$ cat src/rtl/hs_cdc_pkg.sv
package hs_cdc_pkg;
  typedef enum logic [1:0] {
    ST_IDLE  = 2'd0,
    ST_RAISE = 2'd1,
    ST_DROP  = 2'd2
  } hs_state_e;
endpackage

$ cat src/rtl/hs_sync.sv
module hs_sync #(
  parameter int STAGES = 2
) (
  input  logic clk_i,
  input  logic rst_ni,
  input  logic d_i,
  output logic q_o
);
  localparam int LAST = STAGES - 1;
  logic [LAST:0] chain_q;

  for (genvar g = 0; g < STAGES; g++) begin : g_stage
    if (g == 0) begin : g_first
      always_ff @(posedge clk_i or negedge rst_ni) begin
        if (!rst_ni) chain_q[0] <= 1'b0;
        else         chain_q[0] <= d_i;
      end
    end else begin : g_next
      always_ff @(posedge clk_i or negedge rst_ni) begin
        if (!rst_ni) chain_q[g] <= 1'b0;
        else         chain_q[g] <= chain_q[g-1];
      end
    end
  end

  assign q_o = chain_q[LAST];
endmodule

$ cat src/rtl/hs_ctrl.sv
module hs_ctrl
  import hs_cdc_pkg::*;
(
  input  logic clk_i,
  input  logic rst_ni,
  input  logic send_i,
  input  logic ack_s_i,
  output logic load_o,
  output logic req_o,
  output logic idle_o
);
  hs_state_e state_q, state_d;
  logic      req_q, req_d;

  assign load_o = (state_q == ST_IDLE) && send_i;

  always_comb begin
    state_d = state_q;
    req_d   = req_q;
    unique case (state_q)
      ST_IDLE: if (send_i) begin
        state_d = ST_RAISE;
        req_d   = 1'b1;
      end
      ST_RAISE: if (ack_s_i) begin
        state_d = ST_DROP;
        req_d   = 1'b0;
      end
      ST_DROP: if (!ack_s_i) state_d = ST_IDLE;
      default: begin
        state_d = ST_IDLE;
        req_d   = 1'b0;
      end
    endcase
  end

  // request kept in its own flop so the crossing level never glitches
  always_ff @(posedge clk_i or negedge rst_ni) begin
    if (!rst_ni) begin
      state_q <= ST_IDLE;
      req_q   <= 1'b0;
    end else begin
      state_q <= state_d;
      req_q   <= req_d;
    end
  end

  assign req_o  = req_q;
  assign idle_o = (state_q == ST_IDLE);
endmodule

$ cat src/rtl/hs_hold.sv
module hs_hold #(
  parameter int DATA_W = 32
) (
  input  logic              clk_i,
  input  logic              rst_ni,
  input  logic              load_i,
  input  logic [DATA_W-1:0] d_i,
  output logic [DATA_W-1:0] q_o
);
  logic [DATA_W-1:0] word_q;

  always_ff @(posedge clk_i or negedge rst_ni) begin
    if (!rst_ni)     word_q <= '0;
    else if (load_i) word_q <= d_i;
  end

  assign q_o = word_q;
endmodule

$ cat src/rtl/hs_cdc_sender.sv
module hs_cdc_sender #(
  parameter int DATA_W      = 32,
  parameter int SYNC_STAGES = 2
) (
  input  logic              clk_i,
  input  logic              rst_ni,
  input  logic              send_i,
  input  logic [DATA_W-1:0] send_data_i,
  input  logic              ack_i,
  output logic              idle_o,
  output logic              req_o,
  output logic [DATA_W-1:0] data_o
);
  logic ack_s;
  logic load;

  hs_sync #(.STAGES(SYNC_STAGES)) u_sync (
    .clk_i (clk_i),
    .rst_ni(rst_ni),
    .d_i   (ack_i),
    .q_o   (ack_s)
  );

  hs_ctrl u_ctrl (
    .clk_i  (clk_i),
    .rst_ni (rst_ni),
    .send_i (send_i),
    .ack_s_i(ack_s),
    .load_o (load),
    .req_o  (req_o),
    .idle_o (idle_o)
  );

  hs_hold #(.DATA_W(DATA_W)) u_hold (
    .clk_i (clk_i),
    .rst_ni(rst_ni),
    .load_i(load),
    .d_i   (send_data_i),
    .q_o   (data_o)
  );
endmodule

$ cat config.mk
export PLATFORM = sky130hd
export DESIGN_NAME = hs_cdc_sender
export DESIGN_NICKNAME = d
export VERILOG_FILES = /design/src/rtl/hs_cdc_pkg.sv /design/src/rtl/hs_sync.sv /design/src/rtl/hs_ctrl.sv /design/src/rtl/hs_hold.sv /design/src/rtl/hs_cdc_sender.sv
export SDC_FILE = /design/constraint.sdc
export NUM_CORES = 1
export LEC_CHECK = 0
export BUFFER_PORTS_ARGS = -buffer_cell sky130_fd_sc_hd__buf_2
export CORE_MARGIN = 4
export CORE_UTILIZATION = 40
export DETAILED_ROUTE_END_ITERATION = 16
export GPL_TIMING_DRIVEN = 0
export PLACE_DENSITY = 0.7
export SLEW_MARGIN = 0
export SYNTH_ARGS = -nofsm -noshare
export SYNTH_HDL_FRONTEND = slang
export SYNTH_SLANG_ARGS = --single-unit
$ cat constraint.sdc
create_clock -name clk_i -period 1.56 [get_ports clk_i]
set_input_delay 0.312 -clock clk_i [delete_from_list [all_inputs] [get_ports clk_i]]
set_output_delay 0.312 -clock clk_i [all_outputs]
set_load 0.05 [all_outputs]
==> metrics.yaml <==
drt:
  vias_per_cell: 4.53
  drtPass1Iterations: 3
  post_drt_wl_per_cell_um: 14.2
  drtAntennaViolNets: 0
  post-route-drc-count: 0
  drt_iter0_markers: 53
  via_count: 946
  routed_wl_mm: 2.96
floorplan:
  die_x_um: 69.9
  io_pins: 70
  die_h_um: 69.9
  rows: 22
  die_area_um2: 4890
  initial_core_util: 0.416
  core-area_um2: 3690
timing:
  finalCriticalPeriod_ps: 1420
  rsz0062_at_grt: "false"
  relSlewSlack: 0.454
  max_freq_ghz: 0.704
  min_period_over_period: 0.911
  finalWorstSetupSlack_ps: 139
  slew_violations: 0
  hold_viol_final: 0
  setup-tns-final_ps: 0
  skew_ps: 4.74
  setup_violations: 0
  worstMarginPinSlew_ps: 820
setup_path:
  critical_path_peak_fanout: 4
  critPathArrivalTime_ps: 1110
  end_kind: "output port"
  r2r_slack_ps: 150
  crit_end: "idle_o"
  startpoint_type: "flop"
  r2r_cells: 5
  reg2reg_to: "u_hold.q_o[0]"
  rr_startpoint: "u_ctrl.state_q[1]"
  critPathKind: "flop to output port"
  crit_path_start: "u_ctrl.state_q[1]"
  worstPathRequired_ps: 1250
clocking:
  cts_hold_buffers: 0
  ctsResizeCount: 0
  clkLatencyLatePin_ps: 280
  postCtsSetupRepairBufs: 0
  cts_root_buf: "clkbuf_8"
  clock_sinks: 37
  cts_tree: "done"
  htreeDepth: 2
  cts_made_buffers: 5
  cts.clk_slew.worst_paths_ps: 70
  ctsLongestPathBuffers: 2
run_status:
  status: "finished clean"
grt:
  grt_max_degree: 38
  grt_pass1_wl_mm: 5.08
  grt_overflow: 0
  antenna_found_initial: 0
  grt_usage: 0.130
  grt_pass1_vias: 1097
worst_hold_path:
  min_path_type: "primary input to async pin"
yosys:
  synth_nets: 120
  synth.cell_area_um2: 1530
  yosys_warnings: 0
  syn_area_per_cell_um2: 18.3
  synthDistinctLibCells: 14
  synthCells: 84
  synth_seq_cells: 37
  yosysSeqAreaShare: 0.604
layout:
  area_growth_pct: 34.3
  n_antenna_cell: 0
  drive_above_1_share: 0.708
  fin_area_um2: 2060
  nets: 196
  fillers: 309
placement:
  preCtsSetupSlack_ps: 150
  gp_congestion: 0.757
  dp_hpwl_mm: 2.19
  postPlaceCellArea_um2: 1940
  portBuffers: 69
flow_run:
  max_cap_viol_count: 0
==> cell usage after synthesis <==
| cell | count | share of area |
|---|---|---|
| nor2_1 | 2 | 0.0049 |
| nor2_2 | 1 | 0.0041 |
| dfrtp_1 | 37 | 0.60 |
| nand3_1 | 1 | 0.0033 |
| a21oi_1 | 1 | 0.0033 |
| buf_12 | 3 | 0.039 |
| mux2_4 | 30 | 0.29 |
| o21ai_0 | 1 | 0.0033 |
| mux2_2 | 2 | 0.015 |
| inv_1 | 2 | 0.0049 |
| buf_6 | 1 | 0.0073 |
| xnor2_1 | 1 | 0.0057 |
| and2_4 | 1 | 0.0057 |
| mux2i_1 | 1 | 0.0065 |
==> area by class of cell <==
cell class / instances / area (um^2) / area share
buffer: 4 / 71.3 / 0.0346
inverter: 2 / 7.51 / 0.00364
clock inverter: 1 / 30.0 / 0.0146
timing repair buffer: 69 / 345 / 0.168
multi-input combinational: 41 / 534 / 0.259
clock buffer: 7 / 86.3 / 0.0419
tap: 48 / 60.1 / 0.0291
sequential: 37 / 926 / 0.449
==> cells by family after synthesis <==
| family | count (synthesis) | share of synthesized area |
|---|---|---|
| flops | 37 | 0.604 |
| mux | 33 | 0.315 |
| buf+inv | 6 | 0.0514 |
| simple gates | 5 | 0.0179 |
| compound gates | 2 | 0.00652 |
| xor+xnor | 1 | 0.00571 |
==> metal layers <==
metal	vias to the layer above	wire (um)	GRT usage
met3	2	276	0.0532
met4	0	21	0.0447
met1	464	1150	0.140
met5	-	0	0
li1	435	-	-
met2	45	1520	0.230
==> metrics by stage <==
stage	hold slack, ps	std cells	util
floorplan	16.4	84	-
global placement	334	201	0.527
detailed placement	346	201	0.527
CTS	121	209	0.559
global route	124	209	0.559
finish	120	209	0.559
==> sequential cells by signal (all words and copies together) (netlist names) <==
register        count
u_hold.q_o         32
u_sync.q_o          1
u_ctrl.state_q      2
u_sync.chain_q      1
u_ctrl.req_o        1
==> critical path, cell delays in order (launching register included) <==
cell	delay [ps]
dfrtp_1	440
nor2_4	130
buf_2	260
==> cells in the final DEF (no fill, tap or decap), drive strengths merged <==
cell type  netlist  final
clkbuf           0      7
nand3            1      1
mux2i            1      1
dfrtp           37     37
a21oi            1      1
bufinv           0      1
buf              4     73
o21ai            1      1
xnor2            1      1
nor2             3      3
mux2            32     32
inv              2      2
and2             1      1
==> worst min-delay path by stage <==
stage	end	slack, ps	cells after the start
after floorplan	u_ctrl.req_o	20	0
after global placement	u_sync.q_o	330	0
after detailed placement	u_sync.q_o	350	0
after CTS	u_sync.chain_q[0]	120	1
after global routing	u_sync.chain_q[0]	120	1
final	u_hold.q_o[3]	120	1
Power is left out: the tool's default activity adds up to more than one toggle a clock period on the data nets, which glitch-free logic cannot reach.
